### config.mk
export PLATFORM = sky130hd
export DESIGN_NAME = reload_timer_channel
export DESIGN_NICKNAME = d
export VERILOG_FILES = /design/src/rtl/rtc_pkg.sv /design/src/rtl/rtc_prescaler.sv /design/src/rtl/rtc_counter.sv /design/src/rtl/reload_timer_channel.sv
export SDC_FILE = /design/constraint.sdc
export NUM_CORES = 1
export LEC_CHECK = 0
export ABC_AREA = 1
export BUFFER_PORTS_ARGS = -buffer_cell sky130_fd_sc_hd__buf_2
export CORE_MARGIN = 3
export CORE_UTILIZATION = 39
export DETAILED_ROUTE_END_ITERATION = 16
export PLACE_DENSITY_LB_ADDON = 0.05
export SLEW_MARGIN = 20
export SYNTH_ARGS = -nofsm -noshare
export SYNTH_HDL_FRONTEND = slang
export SYNTH_SLANG_ARGS = --single-unit
### constraint.sdc
create_clock -name clk -period 3.09 [get_ports clk]
set_input_delay 0.618 -clock clk [delete_from_list [all_inputs] [get_ports clk]]
set_output_delay 0.618 -clock clk [all_outputs]
set_load 0.02 [all_outputs]
### src/rtl/rtc_pkg.sv
// Package: shared register indices and control-field positions for the
// reloading timer channel. Assumes a 32-bit register data path.
package rtc_pkg;
    typedef enum logic [1:0] {
        REG_CONST = 2'd0,
        REG_COUNT = 2'd1,
        REG_CTRL  = 2'd2,
        REG_CAPT  = 2'd3
    } reg_sel_e;

    localparam int DATA_W    = 32;
    localparam int CODE_W    = 3;   // prescale code width, bits 2:0
    localparam int IE_BIT    = 5;   // underflow interrupt enable
    localparam int KEEP_W    = 8;   // stored control bits 7:0
    localparam int FLAG_BIT  = 8;   // live underflow flag position
endpackage

### src/rtl/rtc_prescaler.sv
// Module: rtc_prescaler
// Produces a one-cycle tick every 2^(BASE_LOG2 + STEP_LOG2*code) clocks
// while run_i is high. Codes at or above NUM_CODES never tick.
// Assumes restart_i may arrive at any time and zeroes the phase.
module rtc_prescaler #(
    parameter int CODE_W    = 3,
    parameter int NUM_CODES = 5,
    parameter int BASE_LOG2 = 2,
    parameter int STEP_LOG2 = 2,
    localparam int PH_W     = BASE_LOG2 + STEP_LOG2 * (NUM_CODES - 1)
) (
    input  logic              clk,
    input  logic              rst_n,
    input  logic              run_i,
    input  logic              restart_i,
    input  logic [CODE_W-1:0] code_i,
    output logic              tick_o
);
    logic [PH_W-1:0] phase_q;
    logic [PH_W-1:0] lim;
    logic            valid;

    // Purpose: map the prescale code to its terminal phase value.
    always_comb begin
        lim   = '0;
        valid = 1'b0;
        for (int i = 0; i < NUM_CODES; i++) begin
            if (code_i == CODE_W'(i)) begin
                lim   = PH_W'((1 << (BASE_LOG2 + STEP_LOG2 * i)) - 1);
                valid = 1'b1;
            end
        end
    end

    assign tick_o = run_i && valid && (phase_q >= lim);

    // Purpose: advance the phase while running; zero it on a tick or a restart.
    always_ff @(posedge clk) begin
        if (!rst_n) begin
            phase_q <= '0;
        end else if (restart_i || tick_o) begin
            phase_q <= '0;
        end else if (run_i && valid) begin
            phase_q <= phase_q + 1'b1;
        end
    end

    // a stopped channel keeps its partial phase.
    p_phase_hold_r6: assert property (@(posedge clk) disable iff (!rst_n)
        (!run_i && !restart_i) |=> (phase_q == $past(phase_q)));

    // a running phase never passes the terminal value of its code.
    p_phase_bound_r3: assert property (@(posedge clk) disable iff (!rst_n)
        (run_i && valid && !restart_i && phase_q <= lim) |=> (phase_q <= $past(lim)));
endmodule

### src/rtl/rtc_counter.sv
// Module: rtc_counter
// Down-counter with direct load and reload-on-underflow. A load takes
// priority over a tick in the same cycle. underflow_o flags a tick at zero.
module rtc_counter #(
    parameter int W = 32
) (
    input  logic         clk,
    input  logic         rst_n,
    input  logic         tick_i,
    input  logic         load_i,
    input  logic [W-1:0] load_val_i,
    input  logic [W-1:0] reload_i,
    output logic [W-1:0] count_o,
    output logic         underflow_o
);
    logic [W-1:0] count_q;

    assign underflow_o = tick_i && !load_i && (count_q == '0);
    assign count_o     = count_q;

    // Purpose: load, reload at zero, or decrement on a tick.
    always_ff @(posedge clk) begin
        if (!rst_n) begin
            count_q <= '1;
        end else if (load_i) begin
            count_q <= load_val_i;
        end else if (tick_i) begin
            count_q <= (count_q == '0) ? reload_i : count_q - 1'b1;
        end
    end

    // without a tick or a load the count holds.
    p_count_hold_r6: assert property (@(posedge clk) disable iff (!rst_n)
        (!tick_i && !load_i) |=> (count_q == $past(count_q)));

    // a direct load lands on the next cycle.
    p_load_r5: assert property (@(posedge clk) disable iff (!rst_n)
        load_i |=> (count_q == $past(load_val_i)));

    // a tick at zero reloads the constant.
    p_reload_r4: assert property (@(posedge clk) disable iff (!rst_n)
        (tick_i && !load_i && count_q == '0) |=> (count_q == $past(reload_i)));
endmodule

### src/rtl/reload_timer_channel.sv
// Module: reload_timer_channel
// One timer channel: register file, sticky underflow flag and interrupt
// gating around a prescaler and a down-counter. Reads are combinational.
// Assumes single-cycle write strobes and a 2-bit word index.
module reload_timer_channel
    import rtc_pkg::*;
#(
    parameter int CNT_W     = DATA_W,
    parameter int NUM_CODES = 5,
    parameter int BASE_LOG2 = 2,
    parameter int STEP_LOG2 = 2
) (
    input  logic              clk,
    input  logic              rst_n,
    input  logic              run_i,
    input  logic              wr_en_i,
    input  logic [1:0]        word_addr_i,
    input  logic [CNT_W-1:0]  wr_data_i,
    output logic [CNT_W-1:0]  rd_data_o,
    output logic              irq_o
);
    reg_sel_e           sel;
    logic [CNT_W-1:0]   const_q;
    logic [CNT_W-1:0]   capt_q;
    logic [KEEP_W-1:0]  ctrl_q;
    logic               flag_q;
    logic [CNT_W-1:0]   count;
    logic               tick;
    logic               uf;
    logic               wr_count;
    logic               wr_ctrl;
    logic               clear_wr;

    assign sel      = reg_sel_e'(word_addr_i);
    assign wr_count = wr_en_i && (sel == REG_COUNT);
    assign wr_ctrl  = wr_en_i && (sel == REG_CTRL);
    assign clear_wr = wr_ctrl && !wr_data_i[FLAG_BIT];

    rtc_prescaler #(
        .CODE_W    (CODE_W),
        .NUM_CODES (NUM_CODES),
        .BASE_LOG2 (BASE_LOG2),
        .STEP_LOG2 (STEP_LOG2)
    ) u_presc (
        .clk       (clk),
        .rst_n     (rst_n),
        .run_i     (run_i),
        .restart_i (wr_count),
        .code_i    (ctrl_q[CODE_W-1:0]),
        .tick_o    (tick)
    );

    rtc_counter #(
        .W (CNT_W)
    ) u_cnt (
        .clk         (clk),
        .rst_n       (rst_n),
        .tick_i      (tick),
        .load_i      (wr_count),
        .load_val_i  (wr_data_i),
        .reload_i    (const_q),
        .count_o     (count),
        .underflow_o (uf)
    );

    // Purpose: store the constant, capture and kept control bits.
    always_ff @(posedge clk) begin
        if (!rst_n) begin
            const_q <= '1;
            capt_q  <= '0;
            ctrl_q  <= '0;
        end else if (wr_en_i) begin
            case (sel)
                REG_CONST: const_q <= wr_data_i;
                REG_CAPT:  capt_q  <= wr_data_i;
                REG_CTRL:  ctrl_q  <= wr_data_i[KEEP_W-1:0];
                default:   ;
            endcase
        end
    end

    // Purpose: sticky underflow flag; a new underflow beats a clearing write.
    always_ff @(posedge clk) begin
        if (!rst_n) begin
            flag_q <= 1'b0;
        end else if (uf) begin
            flag_q <= 1'b1;
        end else if (clear_wr) begin
            flag_q <= 1'b0;
        end
    end

    assign irq_o = flag_q && ctrl_q[IE_BIT];

    // Purpose: read multiplexer with the live flag merged into the control word.
    always_comb begin
        case (sel)
            REG_CONST: rd_data_o = const_q;
            REG_COUNT: rd_data_o = count;
            REG_CTRL:  rd_data_o = {{(CNT_W-KEEP_W-1){1'b0}}, flag_q, ctrl_q};
            default:   rd_data_o = capt_q;
        endcase
    end

    // the flag rises only after a real underflow.
    p_flag_rise_r4: assert property (@(posedge clk) disable iff (!rst_n)
        $rose(flag_q) |-> $past(uf));

    // an underflow in the cycle of a clearing write leaves the flag set.
    p_set_wins_r8: assert property (@(posedge clk) disable iff (!rst_n)
        (uf && clear_wr) |=> flag_q);

    // no interrupt while the enable bit is low.
    p_irq_gate_r7: assert property (@(posedge clk) disable iff (!rst_n)
        !ctrl_q[IE_BIT] |-> !irq_o);

    // upper control read bits are always zero.
    p_ctrl_upper_zero_r9: assert property (@(posedge clk) disable iff (!rst_n)
        (sel == REG_CTRL) |-> (rd_data_o[CNT_W-1:FLAG_BIT+1] == '0));
endmodule

==> results.py, run 1 <==
metrics = {
    "status": {
        "status": "finished clean",
    },
    "global_routing": {
        "gr-usage-all-layers": 0.2242,
        "grt_pass1_wl_um": 35380,
        "grt_overflow": 0,
        "grt_max_degree": 46,
        "grt_pass1_vias": 6628,
        "antenna_found_initial": 0,
    },
    "synth": {
        "synthCells": 1112,
        "synth_seq_cells": 115,
        "synth_seq_area_share": 0.3317,
        "syn_area_per_cell_um2": 6.242,
        "synthDistinctLibCells": 34,
        "yosysWarnings": 0,
        "syn_area_um2": 6942,
        "syn-num-nets": 1163,
    },
    "flow_run": {
        "max_cap_violations": 0,
    },
    "placed_design": {
        "post-dp-hpwl_um": 14910,
        "portBuffers": 70,
        "place.gp.congestion": 0.8877,
    },
    "die": {
        "pin_count": 71,
        "die_area_um2": 19440,
        "die_x_um": 139.4,
        "rows": 48,
        "dieHeight_um": 139.4,
        "coreArea_um2": 17360,
        "initial_core_util": 0.3999,
    },
    "timing": {
        "finalSetupTns_ps": 0,
        "skew_ps": 8.108,
        "finalSetupViolations": 0,
        "hold_viol": 0,
        "whs_ps": 434.7,
        "layout_min_cycle_time_ps": 2666,
        "rsz0062_at_grt": "false",
        "relSlewSlack": 0.5182,
        "maxSlewViolCount": 0,
        "worst_slew_pin_slew_ps": 721.6,
        "fmax_ghz": 0.3751,
        "finalCritPeriodShare": 0.8628,
    },
    "clock_tree": {
        "cts_tree": "yes",
        "cts_buffer_depth": 2,
        "cts_max_level": 4,
        "cts_sinks": 115,
        "cts_hold_buf": 0,
        "path_clk_slew_ps": 60,
        "cts-root-buf": "clkbuf_16",
        "cts_resized": 0,
        "worstSkewPairLatency_ps": 430,
        "cts_buffers": 17,
        "postCtsSetupRepairBufs": 0,
    },
    "hold_path": {
        "min_from": "wr_data_i[11]",
        "hold_path.class": "input pin to flip-flop",
    },
    "power_and_ir_drop": {
        "p_leak_uw": 0.003935,
        "power_density_nw_per_um2": 525.5,
        "ir_worst_vdd_uv": 384.0,
    },
    "drt": {
        "routed_via_density": 4.972,
        "wl_per_cell_um": 15.16,
        "vias": 6980,
        "drt-pass1-iter-count": 5,
        "post-route-drc-count": 0,
        "ant_nets": 0,
        "routed_wl_um": 21290,
        "drt_iter0_drc": 406,
    },
    "worst_setup_path": {
        "startpoint": "ctrl_q[0]",
        "crit_type": "flip-flop to flip-flop",
        "cp-end-kind": "flip-flop",
        "critical_path_required_ps": 3410,
        "start_kind": "flip-flop",
        "timing.rr.start": "ctrl_q[0]",
        "cp_max_fo": 24,
        "critical_path_arrival_ps": 2980,
    },
    "finish": {
        "fillerInstances": 1922,
        "diodes": 0,
        "syn_to_final_growth_pct": 16.44,
        "drive_gt1_frac": 0.1238,
        "final_net_count": 1217,
    },
}
metrics by stage:
stage	total power, uW	instances	worst slack, ps	cell area (um2)	util
after global placement	2191	1372	544.6	7482	0.4311
after CTS	4281	1404	406.6	8083	0.4657
final	4248	1404	423.9	8083	0.4657
after detailed placement	2194	1372	430.8	7482	0.4311
after global routing	4429	1404	44.60	8083	0.4657
after floorplan	2003	1112	875.3	6942	-
cells in the final DEF, fill, tap and decap left out, types with 2 or more instances in the layout:
cell type	synthesis	final
a21oi_1	56	56
a221oi_1	3	3
buf_12	0	2
buf_2	15	69
buf_4	2	14
bufinv_16	0	4
clkbuf_1	27	4
clkbuf_16	0	17
clkinv_2	0	5
clkinvlp_4	0	2
dfxtp_1	115	115
ha_1	13	13
inv_1	146	146
inv_2	4	4
nand2_1	360	359
nand2_2	5	6
nand3_1	106	106
nand3b_1	15	15
nand4_1	11	11
nor2_1	88	86
nor2_2	9	11
nor2_4	8	8
nor3_1	3	3
o211ai_1	7	7
o21ai_0	66	66
o221ai_1	22	22
o22ai_1	6	6
xor2_1	11	11
layout make-up:
class                      count  area, um2  area share
clock inverter                11      160.2     0.01981
inverter                     150      563.0     0.06966
multi-input combinational    797       3845      0.4757
clock buffer                  21      440.4     0.05449
sequential                   115       2302      0.2848
tap                          225      281.5     0.03483
timing repair buffer          85      490.5     0.06068
worst max-delay path, stage by stage (launching register included):
cell      delay [ps]
dfxtp_1          320
nor2_1           240
nor2_2            80
inv_1             80
o21ai_0          160
o21bai_1         230
ha_1             300
nand2_1           60
nor2_1           120
nand3_1           90
nand3_1          110
nand2_1          270
buf_12           270
nand3_1           80
nand2_1           50
inv_1             50
nand2_1           40
logic make-up (layout without fill, tap and decap cells):
logic type | after synthesis | count (layout) | share of synthesized area
AND/OR/NAND/NOR | 609 | 609 | 0.3789
buffers and inverters | 200 | 267 | 0.1155
AO/OA/AOI/OAI | 163 | 163 | 0.1354
flip-flops | 115 | 115 | 0.3317
adder cells (fa/ha/maj) | 13 | 13 | 0.02343
XOR/XNOR | 12 | 12 | 0.01514
worst paths after layout:
check,endpoint,slack [ps],cells past startpoint
worst max-delay path,u_cnt.count_o[27],420,16
worst max register to register,u_cnt.count_o[27],420,16
worst min-delay path,const_q[11],430,3
worst min register to register,capt_q[0],450,2
cells in the mapped netlist, drive strengths merged:
cell type  instances  area share
clkbuf            28       0.017
nand2            366        0.20
buf               22       0.018
o21ai             67       0.048
o221ai            22       0.028
o22ai              6      0.0054
inv              150       0.081
o21bai             1      0.0011
nand4             12       0.012
ha                13       0.023
nor2             105       0.069
xor2              11       0.014
a21oi             56       0.040
nand3b            15       0.016
xnor2              1      0.0013
o211ai             7      0.0076
nor3               4      0.0036
a21o               1      0.0011
a221oi             3      0.0038
dfxtp            115        0.33
nand3            107       0.078
sequential cells by signal, indices dropped and copies added (netlist names):
name,count
capt_q,32
const_q,32
ctrl_q,8
flag_q,1
u_cnt.count_o,32
u_presc.phase_q,10
layer usage:
layer,global-route usage,share of wire,vias to the layer above,wire length (um)
met1,0.3157,0.50,3160,10620
met3,0.03918,0.043,20,917
met2,0.3542,0.44,133,9461
met4,0.06231,0.014,0,288
met5,0,0,-,0
li1,-,-,3667,-
report_power, final:
| group | internal (uW) | switching [uW] | total, uW |
|---|---|---|---|
| Clock | 1340 | 747 | 2090 |
| Combinational | 186 | 349 | 535 |
| Sequential | 1560 | 65.0 | 1630 |
Power figures use the tool's default switching activity.
==> inputs of run 2 (changes only) <==
--- a/config.mk
+++ b/config.mk
@@ -8,9 +8,11 @@
 export ABC_AREA = 1
 export BUFFER_PORTS_ARGS = -buffer_cell sky130_fd_sc_hd__buf_2
 export CORE_MARGIN = 3
-export CORE_UTILIZATION = 39
+export CORE_UTILIZATION = 25
 export DETAILED_ROUTE_END_ITERATION = 16
 export PLACE_DENSITY_LB_ADDON = 0.05
+export RECOVER_POWER = 25
+export SETUP_SLACK_MARGIN = 0.3
 export SLEW_MARGIN = 20
 export SYNTH_ARGS = -nofsm -noshare
 export SYNTH_HDL_FRONTEND = slang
==> run 2 against run 1 <==
  * Worst setup slack better by 130 ps
  * Total power rose by 3.7%
  * Via count up 1.4%
  * Highest routed layer unchanged
==> results.py, run 2 (synthesis gave the netlist of run 1 again) <==
metrics = {
    "worst_setup_path": {
        "crit_type": "input pin to primary output",
        "r2r_end": "u_presc.phase_q[9]",
        "timing.rr.start": "ctrl_q[2]",
        "cp-end-kind": "primary output",
        "start_kind": "input pin",
        "critical_path_arrival_ps": 1920,
        "cp_max_fo": 7,
        "critical_path_required_ps": 2470,
        "r2r_setup_slack_ps": 680,
        "ff2ff_path_depth": 14,
    },
    "global_routing": {
        "grt_pass1_vias": 6885,
        "grt_max_degree": 53,
        "grt_overflow": 0,
        "antenna_found_initial": 0,
        "gr-usage-all-layers": 0.1633,
        "grt_pass1_wl_um": 39050,
    },
    "timing": {
        "whs_ps": 444.6,
        "layout_min_cycle_time_ps": 2534,
        "finalSetupTns_ps": 0,
        "fmax_ghz": 0.3947,
        "finalSetupViolations": 0,
        "finalCritPeriodShare": 0.8199,
        "worst_slew_pin_slew_ps": 1400,
        "maxSlewViolCount": 0,
        "hold_viol": 0,
        "skew_ps": 10.44,
        "rsz0062_at_grt": "false",
        "relSlewSlack": 0.06541,
    },
    "clock_tree": {
        "cts_buffers": 17,
        "cts_max_level": 4,
        "cts_sinks": 115,
        "path_clk_slew_ps": 60,
        "cts_hold_buf": 0,
        "cts-root-buf": "clkbuf_16",
        "cts_tree": "yes",
        "cts_buffer_depth": 2,
        "worstSkewPairLatency_ps": 420,
    },
    "finish": {
        "final_common_cell": "nand2_1",
        "diodes": 0,
        "fillerInstances": 3109,
        "multi_input_area_um2": 3852,
        "fin_cells": 1553,
        "mostFrequentLayoutCells": "nand2_1, inv_1, dfxtp_1, nand3_1, nor2_1",
        "final_net_count": 1219,
        "ff_latch_area_um2": 2302,
        "design_area_um2": 8320,
        "drive_gt1_frac": 0.1262,
        "syn_to_final_growth_pct": 19.86,
    },
    "flow_run": {
        "max_cap_violations": 0,
    },
    "hold_path": {
        "holdPathStages": 3,
        "min_from": "wr_data_i[15]",
        "hold_path.class": "input pin to flip-flop",
        "min_to": "const_q[15]",
    },
    "drt": {
        "wl_met3_um": 630,
        "met2_length_um": 10680,
        "drt_iter0_drc": 344,
        "routed.top_layer": "met4",
        "met1Wirelength_um": 12640,
        "post-route-drc-count": 0,
        "vias": 7080,
        "routed_via_density": 4.559,
        "wl_per_cell_um": 15.54,
        "drt-pass1-iter-count": 5,
        "routed_wl_um": 24130,
        "ant_nets": 0,
    },
    "die": {
        "die_area_um2": 29800,
        "dieHeight_um": 172.6,
        "die_x_um": 172.6,
        "initial_core_util": 0.2561,
        "rows": 60,
        "coreArea_um2": 27100,
        "pin_count": 71,
    },
    "power_and_ir_drop": {
        "p_total_uw": 4404,
        "p_leak_uw": 0.003951,
        "power_density_nw_per_um2": 529.3,
        "ir_worst_vdd_uv": 244.6,
    },
    "status": {
        "status": "finished clean",
    },
    "placed_design": {
        "place.gp.congestion": 0.8059,
        "placed_area_um2": 7669,
        "post-place-cells": 1521,
        "portBuffers": 70,
        "post-dp-hpwl_um": 17530,
    },
}
-- run 2: routing by layer --
| layer | vias up | GRT usage |
|---|---|---|
| li1 | 3679 | - |
| met1 | 3310 | 0.2341 |
| met2 | 82 | 0.2579 |
| met3 | 9 | 0.02459 |
| met4 | 0 | 0.03988 |
| met5 | - | 0 |
-- run 2: how the worst max path moves through the flow --
stage	cells past startpoint	endpoint	startpoint
2_1_floorplan	7	rd_data_o[7]	word_addr_i[0]
3_3_place_gp	7	rd_data_o[6]	word_addr_i[0]
3_5_place_dp	14	u_presc.phase_q[4]	ctrl_q[0]
4_1_cts	14	u_presc.phase_q[9]	ctrl_q[0]
5_1_grt	7	rd_data_o[6]	word_addr_i[0]
6_report	7	rd_data_o[6]	word_addr_i[0]
-- run 2: what timing repair did --
item,4_1_cts,5_1_grt
setup endpoints to repair,0,12
resized for setup,0,2
buffers inserted,0,0
-- run 2: per-stage QoR --
stage          setup WS, ps    util
3_5_place_dp          529.8  0.2830
4_1_cts               522.5  0.3069
3_3_place_gp          590.6  0.2830
6_report              556.4  0.3070
2_1_floorplan         875.3       -
5_1_grt               333.3  0.3070
-- run 2: cell type report --
class	count	area share
multi-input combinational	797	0.4630
sequential	115	0.2767
inverter	150	0.06767
timing repair buffer	87	0.05865
tap	372	0.05594
clock buffer	18	0.05278
clock inverter	14	0.02526
-- run 2: power by group --
part | total (uW) | internal (uW) | switching, uW
Combinational | 547 | 187 | 360
Clock | 2230 | 1450 | 781
Sequential | 1630 | 1560 | 67.0
-- run 2: worst max-delay path: stages --
cell      delay [ps]
clkbuf_1         140
inv_1             70
nand2_1          280
inv_1            180
a221oi_1         310
o21ai_0          130
buf_2            180
==> inputs of run 3 (changes only) <==
--- a/config.mk
+++ b/config.mk
@@ -5,7 +5,7 @@
 export SDC_FILE = /design/constraint.sdc
 export NUM_CORES = 1
 export LEC_CHECK = 0
-export ABC_AREA = 1
+export ABC_AREA = 0
 export BUFFER_PORTS_ARGS = -buffer_cell sky130_fd_sc_hd__buf_2
 export CORE_MARGIN = 3
 export CORE_UTILIZATION = 25
==> constraint.sdc (replaced) <==
create_clock -name clk -period 2.4 [get_ports clk]
set_input_delay 0.48 -clock clk [delete_from_list [all_inputs] [get_ports clk]]
set_output_delay 0.48 -clock clk [all_outputs]
set_load 0.02 [all_outputs]
==> run 3 against run 2 <==
  * Critical path type is now flip-flop to flip-flop
  * Non-clock buffer count increased by 66
  * Critical path depth rose by 1
  * Highest routed layer unchanged
  * Routed wire length fell by 6.2%
  * Global-route usage rose by 0.64 points
  * Total power increased by 30%
  * Clock power up 28%
  * Clock-buffer cell count is 3 higher
  * Combinational power is 42% higher
  * Cell count fell by 18%
  * Largest power group unchanged
  * Final area grew 3.8%
==> results.py, run 3 <==
metrics = {
    "synth": {
        "synth_seq_cells": 115,
        "synth_most_common_cell": "nand2_1",
        "syn-num-nets": 870,
        "yosysWarnings": 0,
        "netlist_top_cells_count": "nand2_1, dfxtp_1, a21oi_1, nor2_1, clkbuf_1",
        "ys_async_sr_fraction": 0,
        "synthCells": 819,
        "synthDistinctLibCells": 50,
        "synth_top_area_frac": 0.3676,
        "syn_area_per_cell_um2": 7.646,
        "syn_area_um2": 6262,
        "synth_ff_type": "dfxtp_1",
        "synth-edff-count": 0,
        "synthTopCellsByArea": "dfxtp_1, nand2_1, mux2i_1",
        "synth_seq_area_share": 0.3676,
        "yosys.area.top_type": "dfxtp_1",
    },
    "worst_setup_path": {
        "critical_path_required_ps": 2700,
        "cp_max_fo": 6,
        "critical-path-top-delay-family": "simple AND/OR/NAND/NOR gates",
        "max_stage_delay_ps": 490,
        "cp-end-kind": "flip-flop",
        "cp.buffers_inverters": 1,
        "crit_type": "flip-flop to flip-flop",
        "cp_slowest_cell": "or4_4",
        "critical_path_arrival_ps": 2700,
        "crit_chain": "inv_2, ha_4, or3b_4, or4_4, or3_4, nor2_1, a21oi_1, a221o_1",
        "start_kind": "flip-flop",
    },
    "finish": {
        "multi_input_area_um2": 4129,
        "drive_gt1_frac": 0.2918,
        "final_common_cell": "nand2_1",
        "ff_latch_area_um2": 2316,
        "design_area_um2": 8637,
        "syn_to_final_growth_pct": 37.92,
        "fillerInstances": 2581,
        "mostFrequentLayoutCells": "nand2_1, dfxtp_1, buf_2, buf_4, a21oi_1",
        "final_net_count": 984,
        "diodes": 0,
    },
    "timing": {
        "rsz0062_at_grt": "true",
        "relSlewSlack": 0.3610,
        "layout_min_cycle_time_ps": 2400,
        "worst_slew_pin_slew_ps": 958.5,
        "fmax_ghz": 0.4167,
        "finalCritPeriodShare": 0.9998,
        "maxSlewViolCount": 0,
        "finalSetupViolations": 0,
        "skew_ps": 6.479,
        "hold_viol": 0,
    },
    "placed_design": {
        "placed_area_um2": 7433,
        "place.gp.congestion": 0.7956,
        "portBuffers": 70,
        "post-dp-hpwl_um": 15030,
    },
    "clock_tree": {
        "path_clk_slew_ps": 60,
        "cts_buffer_depth": 2,
        "cts-root-buf": "clkbuf_16",
        "worstSkewPairLatency_ps": 420,
        "cts_sinks": 115,
        "cts_hold_buf": 0,
        "cts_max_level": 4,
        "cts_buffers": 17,
        "cts_tree": "yes",
    },
    "hold_path": {
        "hold_path.class": "input pin to flip-flop",
    },
    "die": {
        "coreArea_um2": 24460,
        "die_x_um": 164.3,
        "dieHeight_um": 164.3,
        "rows": 57,
        "initial_core_util": 0.2560,
        "die_area_um2": 26980,
        "pin_count": 71,
    },
    "power_and_ir_drop": {
        "power_density_nw_per_um2": 661.1,
        "p_total_uw": 5710,
        "p_leak_uw": 0.003446,
        "ir_worst_vdd_uv": 314.9,
    },
    "drt": {
        "post-route-drc-count": 0,
        "ant_nets": 0,
        "drt-pass1-iter-count": 5,
        "wl_per_cell_um": 17.82,
        "routed_via_density": 4.901,
        "drt_iter0_drc": 286,
        "vias": 6224,
        "routed_wl_um": 22640,
    },
    "flow_run": {
        "max_cap_violations": 0,
    },
    "global_routing": {
        "grt_pass1_vias": 6156,
        "gr-usage-all-layers": 0.1698,
        "grt_overflow": 0,
        "grt_max_degree": 65,
        "grt_pass1_wl_um": 35110,
        "antenna_found_initial": 0,
    },
    "status": {
        "status": "finished clean",
    },
}
-- run 3: changes by cell type after synthesis, sizes merged, moves of 35 or more --
cell,change
mux2i,+37
nor2,-49
o21ai,-35
nand2,-136
inv,-143
nand3,-65
-- run 3: what timing repair did --
action,4_1_cts,5_1_grt
buffers inserted,7,10
resized for setup,43,41
endpoints found under the hold margin,0,0
setup endpoints to repair,52,69
pin swaps,21,40
gates cloned,3,1
-- run 3: path summary, 6_finish.rpt --
kind | startpoint | end | slack (ps) | cells past startpoint
hold / removal | wr_data_i[22] | const_q[22] | 310 | 3
setup / recovery | u_cnt.count_o[0] | u_cnt.count_o[23] | 0.4 | 8
setup reg to reg | u_cnt.count_o[0] | u_cnt.count_o[23] | 0.4 | 8
hold reg to reg | capt_q[7] | capt_q[7] | 450 | 2
-- run 3: worst register-to-register path, delay by kind of cell, from the launching register on --
| family | cells | cell delay (ps) |
|---|---|---|
| simple gates | 4 | 1450 |
| compound gates | 2 | 330 |
| flops | 1 | 320 |
| fa+ha+maj | 1 | 130 |
| buf+inv | 1 | 70 |
-- run 3: report_power, final --
part	switching, uW	total [uW]	internal (uW)
combinational	449	776	328
sequential	80.5	2080	2000
clock	942	2860	1910
total	1470	5710	4240
-- run 3: metrics by stage --
step	hold slack (ps)	utilization	setup slack, ps	TNS (ps)	instances
finish	311.8	0.3531	0.3637	0	1270
floorplan	433.2	-	-128.8	-506.1	819
global placement	440.9	0.3039	-120.8	-3209	1217
global route	309.7	0.3531	-113.7	-2193	1270
detailed placement	447.2	0.3039	-179.6	-4678	1217
CTS	296.5	0.3411	23.10	0	1259
-- run 3: cells by family (layout without fill, tap and decap cells) --
group | after synthesis | after routing | synth area share
adders and majority gates | 13 | 13 | 0.02597
buffers and inverters | 68 | 193 | 0.04535
muxes | 46 | 46 | 0.09151
xor gates and xnor gates | 33 | 33 | 0.04615
and+or+nand+nor | 404 | 406 | 0.2837
AOI/OAI and AO/OA | 140 | 140 | 0.1397
DFF | 115 | 115 | 0.3676
-- run 3: layout make-up --
| cell class | count | area share |
|---|---|---|
| clock buffer | 21 | 0.05447 |
| clock inverter | 11 | 0.02086 |
| inverter | 8 | 0.003477 |
| multi-input combinational | 638 | 0.4781 |
| sequential | 115 | 0.2681 |
| tap | 324 | 0.04694 |
| timing repair buffer | 153 | 0.1281 |
-- run 3: per-layer routing --
layer	track usage	up-vias	wire, um
li1	-	3086	-
met1	0.2276	3015	10570
met2	0.2820	106	10970
met3	0.02976	17	824
met4	0.04383	0	271
met5	0	-	0
